`src/rtl/cyc_timer_pkg.sv`:
```
package cyc_timer_pkg;
  localparam int unsigned BYTE_W = 8;
  localparam int unsigned PRE13_W = 5;

  typedef enum logic [1:0] {
    MODE_13B    = 2'd0,
    MODE_16B    = 2'd1,
    MODE_RELOAD = 2'd2,
    MODE_SPLIT  = 2'd3
  } tmr_mode_e;

  localparam logic [1:0] ADDR_LO   = 2'd0;
  localparam logic [1:0] ADDR_HI   = 2'd1;
  localparam logic [1:0] ADDR_MODE = 2'd2;
  localparam logic [1:0] ADDR_CTRL = 2'd3;

  localparam int unsigned CTL_RUN    = 0;
  localparam int unsigned CTL_RUN_HI = 1;
  localparam int unsigned CTL_EXT    = 2;
  localparam int unsigned CTL_OVF    = 3;
  localparam int unsigned CTL_OVF_HI = 4;
  localparam int unsigned CTL_IE     = 5;
endpackage

```
`src/rtl/cyc_timer_tick.sv`:
```
module cyc_timer_tick #(
  parameter int unsigned DIV = 12
) (
  input  logic clk_i,
  input  logic rst_ni,
  input  logic en_i,
  output logic tick_o
);
  localparam int unsigned PW = (DIV > 1) ? $clog2(DIV) : 1;
  localparam logic [PW-1:0] LAST = PW'(DIV - 1);

  logic [PW-1:0] pre_q;

  always_ff @(posedge clk_i or negedge rst_ni) begin
    if (!rst_ni)                      pre_q <= '0;
    else if (!en_i || pre_q == LAST)  pre_q <= '0;
    else                              pre_q <= pre_q + 1'b1;
  end

  assign tick_o = en_i && (pre_q == LAST);
endmodule

```
`src/rtl/cyc_timer_src.sv`:
```
module cyc_timer_src (
  input  logic clk_i,
  input  logic rst_ni,
  input  logic cnt_in_i,
  input  logic ext_sel_i,
  input  logic tick_i,
  output logic step_o
);
  logic cnt_d_q;

  // reset high so an input already high at reset is not a count
  always_ff @(posedge clk_i or negedge rst_ni) begin
    if (!rst_ni) cnt_d_q <= 1'b1;
    else         cnt_d_q <= cnt_in_i;
  end

  assign step_o = ext_sel_i ? (cnt_in_i & ~cnt_d_q) : tick_i;
endmodule

```
`src/rtl/cyc_timer_core.sv`:
```
module cyc_timer_core
  import cyc_timer_pkg::*;
(
  input  tmr_mode_e         mode_i,
  input  logic [BYTE_W-1:0] lo_i,
  input  logic [BYTE_W-1:0] hi_i,
  input  logic              step_lo_i,
  input  logic              step_hi_i,
  output logic [BYTE_W-1:0] lo_o,
  output logic [BYTE_W-1:0] hi_o,
  output logic              ovf_lo_o,
  output logic              ovf_hi_o
);
  always_comb begin
    lo_o     = lo_i;
    hi_o     = hi_i;
    ovf_lo_o = 1'b0;
    ovf_hi_o = 1'b0;
    case (mode_i)
      MODE_13B: if (step_lo_i) begin
        lo_o[PRE13_W-1:0] = lo_i[PRE13_W-1:0] + 1'b1;
        if (&lo_i[PRE13_W-1:0]) begin
          hi_o     = hi_i + 1'b1;
          ovf_lo_o = &hi_i;
        end
      end
      MODE_16B: if (step_lo_i) begin
        {hi_o, lo_o} = {hi_i, lo_i} + 1'b1;
        ovf_lo_o     = &{hi_i, lo_i};
      end
      MODE_RELOAD: if (step_lo_i) begin
        if (&lo_i) begin
          lo_o     = hi_i;
          ovf_lo_o = 1'b1;
        end else begin
          lo_o = lo_i + 1'b1;
        end
      end
      default: begin
        if (step_lo_i) begin
          lo_o     = lo_i + 1'b1;
          ovf_lo_o = &lo_i;
        end
        if (step_hi_i) begin
          hi_o     = hi_i + 1'b1;
          ovf_hi_o = &hi_i;
        end
      end
    endcase
  end
endmodule

```
`src/rtl/cyc_timer.sv`:
```
module cyc_timer
  import cyc_timer_pkg::*;
#(
  parameter int unsigned CLK_DIV = 12
) (
  input  logic              clk_i,
  input  logic              rst_ni,
  input  logic              reg_we_i,
  input  logic [1:0]        reg_addr_i,
  input  logic [BYTE_W-1:0] reg_wdata_i,
  output logic [BYTE_W-1:0] reg_rdata_o,
  input  logic              cnt_in_i,
  input  logic              irq_ack_i,
  output logic              ovf_o,
  output logic              ovf_hi_o,
  output logic              irq_o
);
  logic [BYTE_W-1:0] cnt_lo_q, cnt_hi_q, lo_nxt, hi_nxt;
  tmr_mode_e mode_q;
  logic run_lo_q, run_hi_q, ext_q, ie_q, ovf_q, ovf_hi_q;
  logic wr_lo, wr_hi, wr_mode, wr_ctrl;
  logic tick, step_main, split, cancel_lo, inc_lo, inc_hi, evt_lo, evt_hi;

  assign wr_lo   = reg_we_i && reg_addr_i == ADDR_LO;
  assign wr_hi   = reg_we_i && reg_addr_i == ADDR_HI;
  assign wr_mode = reg_we_i && reg_addr_i == ADDR_MODE;
  assign wr_ctrl = reg_we_i && reg_addr_i == ADDR_CTRL;

  cyc_timer_tick #(.DIV(CLK_DIV)) u_tick (
    .clk_i  (clk_i),
    .rst_ni (rst_ni),
    .en_i   (run_lo_q | run_hi_q),
    .tick_o (tick)
  );

  cyc_timer_src u_src (
    .clk_i     (clk_i),
    .rst_ni    (rst_ni),
    .cnt_in_i  (cnt_in_i),
    .ext_sel_i (ext_q),
    .tick_i    (tick),
    .step_o    (step_main)
  );

  assign split     = mode_q == MODE_SPLIT;
  // outside split mode both bytes form one counter, so either write stalls it
  assign cancel_lo = split ? wr_lo : (wr_lo | wr_hi);
  assign inc_lo    = run_lo_q && step_main && !cancel_lo;
  assign inc_hi    = split && run_hi_q && tick && !wr_hi;

  cyc_timer_core u_core (
    .mode_i    (mode_q),
    .lo_i      (cnt_lo_q),
    .hi_i      (cnt_hi_q),
    .step_lo_i (inc_lo),
    .step_hi_i (inc_hi),
    .lo_o      (lo_nxt),
    .hi_o      (hi_nxt),
    .ovf_lo_o  (evt_lo),
    .ovf_hi_o  (evt_hi)
  );

  always_ff @(posedge clk_i or negedge rst_ni) begin
    if (!rst_ni) begin
      cnt_lo_q <= '0;
      cnt_hi_q <= '0;
    end else begin
      cnt_lo_q <= wr_lo ? reg_wdata_i : lo_nxt;
      cnt_hi_q <= wr_hi ? reg_wdata_i : hi_nxt;
    end
  end

  always_ff @(posedge clk_i or negedge rst_ni) begin
    if (!rst_ni) begin
      mode_q   <= MODE_13B;
      run_lo_q <= 1'b0;
      run_hi_q <= 1'b0;
      ext_q    <= 1'b0;
      ie_q     <= 1'b0;
    end else begin
      if (wr_mode) mode_q <= tmr_mode_e'(reg_wdata_i[1:0]);
      if (wr_ctrl) begin
        run_lo_q <= reg_wdata_i[CTL_RUN];
        run_hi_q <= reg_wdata_i[CTL_RUN_HI];
        ext_q    <= reg_wdata_i[CTL_EXT];
        ie_q     <= reg_wdata_i[CTL_IE];
      end
    end
  end

  // a wrap beats both a control write and an acknowledge
  always_ff @(posedge clk_i or negedge rst_ni) begin
    if (!rst_ni) begin
      ovf_q    <= 1'b0;
      ovf_hi_q <= 1'b0;
    end else begin
      if (evt_lo)         ovf_q <= 1'b1;
      else if (wr_ctrl)   ovf_q <= reg_wdata_i[CTL_OVF];
      else if (irq_ack_i) ovf_q <= 1'b0;
      if (evt_hi)         ovf_hi_q <= 1'b1;
      else if (wr_ctrl)   ovf_hi_q <= reg_wdata_i[CTL_OVF_HI];
      else if (irq_ack_i) ovf_hi_q <= 1'b0;
    end
  end

  always_comb begin
    case (reg_addr_i)
      ADDR_LO:   reg_rdata_o = cnt_lo_q;
      ADDR_HI:   reg_rdata_o = cnt_hi_q;
      ADDR_MODE: reg_rdata_o = {6'd0, mode_q};
      default:   reg_rdata_o = {2'd0, ie_q, ovf_hi_q, ovf_q, ext_q, run_hi_q, run_lo_q};
    endcase
  end

  assign ovf_o    = ovf_q;
  assign ovf_hi_o = ovf_hi_q;
  assign irq_o    = ie_q & (ovf_q | ovf_hi_q);
endmodule

```
`config.mk`:
```
export PLATFORM = sky130hd
export DESIGN_NAME = cyc_timer
export DESIGN_NICKNAME = d
export VERILOG_FILES = /design/src/rtl/cyc_timer_pkg.sv /design/src/rtl/cyc_timer_tick.sv /design/src/rtl/cyc_timer_src.sv /design/src/rtl/cyc_timer_core.sv /design/src/rtl/cyc_timer.sv
export SDC_FILE = /design/constraint.sdc
export NUM_CORES = 1
export LEC_CHECK = 0
export BUFFER_PORTS_ARGS = -buffer_cell sky130_fd_sc_hd__clkbuf_2
export CORE_MARGIN = 10
export CORE_UTILIZATION = 49
export CTS_BUF_LIST = sky130_fd_sc_hd__clkbuf_8
export DETAILED_ROUTE_END_ITERATION = 8
export GPL_TIMING_DRIVEN = 1
export PLACE_DENSITY_LB_ADDON = 0.2
export SLEW_MARGIN = 20
export SYNTH_ARGS = -nofsm -noshare
export SYNTH_HDL_FRONTEND = slang
export SYNTH_HIERARCHICAL = 1
export SYNTH_SLANG_ARGS = --single-unit
```
`constraint.sdc`:
```
create_clock -name clk_i -period 3.42 [get_ports clk_i]
set_input_delay 0.171 -clock clk_i [delete_from_list [all_inputs] [get_ports clk_i]]
set_output_delay 0.171 -clock clk_i [all_outputs]
set_load 0.02 [all_outputs]
```
==> results of run 1 <==
[synthesized netlist by cell type, drive strengths merged (4+ instances only)]
library cell  count
nor2             25
nand2b            4
and3              6
mux2             27
o21ai            12
nand2            19
a22o              7
nand3            12
dfrtp            28
a21oi             9
buf               8
xnor2             4
nor3              4
inv               5
mux2i             5
[registers in the layout, indices dropped and copies added (netlist names), 2 cells and up]
signal,count
cnt_hi_q,8
cnt_lo_q,8
mode_q,2
u_tick/pre_q,4
[placed cells by master (no fill, tap or decap), types with 3 or more instances in the layout]
cell type   n
a21oi_1     9
a22o_1      7
a31oi_1     3
and3_1      4
buf_4       3
clkbuf_2   25
clkbuf_8    5
dfrtp_1    28
ha_1        3
inv_1       6
mux2_2     26
mux2i_1     5
nand2_1    18
nand2b_1    4
nand3_1    10
nand3b_1    3
nand4_1     3
nor2_1     24
nor3_1      4
o211ai_1    3
o21ai_0    11
xnor2_1     4
[cell type report]
cell class,count,area [µm²]
Fill cell,396,1900
Sequential cell,29,727
Multi-Input combinational cell,180,1340
Clock buffer,5,68.8
Inverter,5,18.8
Tap cell,52,65.1
Clock inverter,3,38.8
Timing Repair Buffer,30,168
[power groups by stage]
stage                     Combinational (mW)  Clock [mW]  Sequential (mW)
after global routing                   0.464       0.366            0.575
after CTS                              0.414       0.354            0.554
after global placement                 0.410           0            0.560
final                                  0.412       0.343            0.558
after detailed placement               0.411           0            0.559
after floorplan                        0.340           0            0.517
[final timing paths]
kind                                                 from  slack [ns]                         to  depth (start not counted)
worst min register to register  u_tick/pre_q[0]$_DFF_PN0_        0.49  u_tick/pre_q[0]$_DFF_PN0_                          1
worst max register to register  u_tick/pre_q[0]$_DFF_PN0_        0.54      cnt_hi_q[7]$_DFF_PN0_                         14
worst min-delay path                       reg_wdata_i[6]        0.14      cnt_lo_q[6]$_DFF_PN0_                          2
min in group asynchronous                          rst_ni        0.47          ovf_o$_DFFE_PN0P_                          2
max in group asynchronous                          rst_ni        2.47      cnt_hi_q[7]$_DFF_PN0_                          2
worst max-delay path            u_tick/pre_q[0]$_DFF_PN0_        0.54      cnt_hi_q[7]$_DFF_PN0_                         14
[layer usage]
layer  track usage [%]  up-vias  wire [µm]
li1                  -      891          -
met1              19.4      896       2440
met2              24.1       75       2470
met3              4.88       14        481
met4              7.22        0        155
met5                 0        -          0
[worst max-delay path: stages (launching register included)]
cell,delay (ns)
dfrtp_1,0.39
ha_1,0.22
nand3b_1,0.13
nor2_1,0.14
inv_1,0.05
o21ai_1,0.12
nand2_1,0.06
a211oi_1,0.20
buf_4,0.21
and4_1,0.25
nand2_1,0.18
nor2_1,0.25
mux2i_1,0.22
o211ai_1,0.09
mux2_2,0.27
[kinds of logic after synthesis]
| kind of cell | count (synthesis) | synth area share [%] |
|---|---|---|
| fa+ha+maj | 3 | 1.73 |
| simple gates | 91 | 24.0 |
| mux | 34 | 18.8 |
| buf+inv | 15 | 4.74 |
| compound gates | 47 | 15.1 |
| flops | 29 | 33.6 |
| xor+xnor | 5 | 2.02 |
[stage by stage]
stage | instance area [µm²] | util [%] | power, mW | cells
2_1_floorplan | 2170 | - | 0.857 | 224
3_3_place_gp | 2290 | 53.1 | 0.970 | 294
3_5_place_dp | 2290 | 53.1 | 0.970 | 294
4_1_cts | 2420 | 56.0 | 1.32 | 304
5_1_grt | 2420 | 56.0 | 1.41 | 304
6_report | 2420 | 56.0 | 1.31 | 304
==> results.tsv, run 1 <==
metric	value	unit
Synth Register Bits	29	
maximum fanout along the worst path	12	
WL per Instance	18.3	µm
initial cell density of the core	50.1	%
Pleak	0.996	nW
clock group share of total power	26.1	%
Post-CTS Setup Bufs	0	
Worst-Margin Slew	0.739	ns
max_cap viols	0	
cts hold-fix bufs	2	
startpoint types	register	
CTS tree	yes	
Layout Skew	0.00751	ns
Hold Vio Cnt, Final	0	
setup slack at placement	0.560	ns
status	finished, final reports clean	
setup TNS after final layout	0	ns
endpoint class of the critical path	register	
RSZ-0062 raised after global routing	no	
sw frac	35.7	%
DIE HEIGHT	86.5	µm
cts repair resizes	0	
largest net degree at the start of global routing	30	
register area share after synthesis	33.6	%
row cnt	24	
H-tree Lvls	2	
area leader, netlist	dfrtp_1	
Async SR Flop Fraction	100	%
DRT Wirelength	5.55	mm
Core Region	0.00432	mm²
clk sinks	29	
Internal	844	µW
Slew HR	50.7	%
Num CTS Buffers	5	
Final ANT Viol Nets	0	
initial antenna violation count	0	
Arrival @ worst endpoint	3.04	ns
GP Congestion	0.959	
Syn Inst Count	224	
Remaining Overflow, GRT	0	
DRC Markers	0	
Skew-Pair Late Insertion Delay	0.29	ns
maximum clock frequency	347	MHz
Yosys cell types	57	
All-Layer GR Usage	15.6	%
fin crit period	2.88	ns
top-area cell type share of the netlist area	32.4	%
share of cells above drive strength 1	30.2	%
post-DP HPWL	4.11	mm
Clock Path Buffers	2	
worst hold path type	in -> reg	
DR iter-0 viols	132	
Flop pwr share	42.5	%
Gate power share	31.4	%
total number of vias	1876	
Cell Pwr Density	542	mW/mm²
top cells by area, synth	dfrtp_1, mux2_2, nor2_1, nand2_1, a22o_1	
final worst setup slack	0.541	ns
final hold slack	0.142	ns
clock slew at the register clock pins of the worst setup and hold paths	0.06	ns
Worst VDD drop	358	µV
Final Slew Violations	0	
Tcrit/Tclk final	84.2	%
CTS root buf	clkbuf_8	
Post-synth top flop	dfrtp_1	
Syn-to-layout area delta	11.8	%
1st-pass router iterations	4	
Mapped Avg Cell Area	9.67	µm²
Yosys Warn Count	6	
# setup viols final	0	
drt via density	6.17	
Syn Nets	242	
global-route wire length before repair	9.27	mm
Die Area	0.00748	mm²
diodes inserted	0	
IO Count	26	
DIE WIDTH	86.5	µm
vias in the first global route	1803	
nets	269	
NetSw	469	µW
Worst Path Required	3.59	ns
Post-synth EDFFs	0	
Mapped Area	0.00217	mm²
Setup CP Type	reg -> reg	
Port Buffer Count	25	
No activity file was read; power rests on OpenSTA's default activity.
==> run 2, diff against run 1 <==
- clock period: 3.42 -> 2.4 ns (I/O delays scaled with it)
==> results.tsv, run 2 (same netlist as run 1, synthesis figures left out) <==
metric	value	unit
max_cap viols	0	
global-route wire length before repair	10.3	mm
Layout Skew	0.00639	ns
Worst Path Required	2.57	ns
Gate power share	36.8	%
Syn-to-layout area delta	30.3	%
Pleak	1.22	nW
endpoint class of the critical path	register	
placed inst area	0.00252	mm²
DRT Wirelength	6.32	mm
Flop pwr share	37.3	%
status	complete, but fails checks	
GP Congestion	0.984	
initial cell density of the core	50.1	%
NetSw	747	µW
hold path startpoint	reg_wdata_i[6]	
H-tree Lvls	2	
Post-Layout Inst Area	0.00282	mm²
CTS tree	yes	
startpoint types	register	
Setup CP Type	reg -> reg	
initial antenna violation count	0	
Num CTS Buffers	5	
Cell Pwr Density	734	mW/mm²
sw frac	36.1	%
DIE WIDTH	86.5	µm
final worst setup slack	-0.234	ns
# setup viols final	13	
Port Buffer Count	25	
total number of vias	2100	
1st-pass router iterations	5	
diodes inserted	0	
Worst VDD drop	451	µV
setup slack at placement	-0.295	ns
vias in the first global route	2073	
RSZ-0062 raised after global routing	yes	
commonest cells after routing, fill and taps aside	buf_4, dfrtp_1, clkbuf_2, mux2_2, nor2_1	
maximum clock frequency	380	MHz
CTS root buf	clkbuf_8	
clk sinks	29	
Final ANT Viol Nets	0	
Skew-Pair Late Insertion Delay	0.29	ns
DR iter-0 viols	168	
final hold slack	0.0851	ns
DRC Markers	0	
most common cell after layout, fill and taps aside	buf_4	
DIE HEIGHT	86.5	µm
IO Count	26	
Remaining Overflow, GRT	0	
maximum fanout along the worst path	4	
Arrival @ worst endpoint	2.80	ns
failing checks	negative setup slack	
clock group share of total power	25.9	%
WL per Instance	18.6	µm
row cnt	24	
launch point of the critical path	run_hi_q$_DFFE_PN0P_	
share of cells above drive strength 1	44.1	%
Slew HR	50.9	%
Tcrit/Tclk final	110	%
nets	305	
fin crit period	2.63	ns
post-DP HPWL	4.55	mm
Final Slew Violations	0	
largest registers	cnt_hi_q (8), cnt_lo_q (8), u_tick/pre_q (4)	
reg2reg start	run_hi_q$_DFFE_PN0P_	
All-Layer GR Usage	17.0	%
Core Region	0.00432	mm²
Internal	1.32	mW
clock slew at the register clock pins of the worst setup and hold paths	0.07	ns
Hold Vio Cnt, Final	0	
drt via density	6.18	
Worst-Margin Slew	0.737	ns
Clock Path Buffers	2	
worst hold path type	in -> reg	
largest net degree at the start of global routing	30	
Die Area	0.00748	mm²
## run 2: cell types whose count changed in the layout (fill, tap and decap cells not counted), moves of 2 or more
cell     before  now
mux2_2       26   24
nor2_4        1    3
o21ai_0      11    4
nor3_4        0    2
buf_4         3   37
nor2_1       24   20
o21ai_1       1    8
nor2_2        0    2
mux2_4        0    2
buf_6         0    2
nor3_1        4    1
## run 2: timing repair
| item | in CTS | in global routing |
|---|---|---|
| buffers inserted | 5 | 3 |
| hold buffers | 2 | 0 |
| setup endpoints to repair | 14 | 16 |
| endpoints found under the hold margin | 29 | 0 |
| gates resized for setup | 17 | 12 |
| pin swaps | 9 | 5 |
## run 2: power by group through the flow
stage,clock network [mW],logic (mW),registers (mW)
6_report,0.536,0.762,0.772
5_1_grt,0.566,0.842,0.797
4_1_cts,0.552,0.736,0.768
3_5_place_dp,0,0.709,0.773
3_3_place_gp,0,0.696,0.771
2_1_floorplan,0,0.489,0.742
## run 2: cell type report
| type | instances | area [µm²] |
|---|---|---|
| fillers | 358 | 1500 |
| flip-flops and latches | 29 | 727 |
| clock inverters | 2 | 37.5 |
| clock buffers | 6 | 82.6 |
| inverters | 5 | 18.8 |
| repair buffers | 66 | 445 |
| multi-input cells | 180 | 1450 |
| well taps | 52 | 65.1 |
## run 2: per-layer routing
metal	wire [µm]	up-vias	part of all wire [%]	track usage (%)
met5	0	-	0	0
li1	-	959	-	-
met2	3000	112	48	26.8
met4	175	0	2.8	7.22
met3	478	25	7.6	4.13
met1	2660	1004	42	21.6
## run 2: path summary, 6_finish.rpt
path	to	slack, ns	depth (start not counted)
min in group asynchronous	ovf_o$_DFFE_PN0P_	0.42	2
max	cnt_hi_q[1]$_DFF_PN0_	-0.23	15
max in group asynchronous	cnt_hi_q[0]$_DFF_PN0_	1.50	2
min	cnt_hi_q[6]$_DFF_PN0_	0.09	2
max reg2reg	cnt_hi_q[1]$_DFF_PN0_	-0.23	15
min reg2reg	u_tick/pre_q[0]$_DFF_PN0_	0.54	2
## run 2: through the flow
| stage | power (mW) | util, % | setup TNS, ns | cells |
|---|---|---|---|---|
| 5_1_grt | 2.21 | 65.2 | -3.85 | 340 |
| 4_1_cts | 2.05 | 63.9 | -2.25 | 337 |
| 2_1_floorplan | 1.23 | - | -0.140 | 224 |
| 6_report | 2.07 | 65.2 | -1.91 | 340 |
| 3_5_place_dp | 1.48 | 58.4 | -3.04 | 322 |
| 3_3_place_gp | 1.47 | 58.4 | -1.68 | 322 |
## run 2: worst max-delay path, cell delays in order (launching register included)
cell and delay, ns:
dfrtp_1 0.39, or2_2 0.31, inv_1 0.09, nor2_2 0.05, inv_1 0.05, o21ai_1 0.06
nand2_1 0.11, a211oi_4 0.07, and4_4 0.22, and2_4 0.17, buf_4 0.14, buf_4 0.12
nor2_1 0.16, a21oi_1 0.07, o221a_2 0.25, mux2_4 0.26
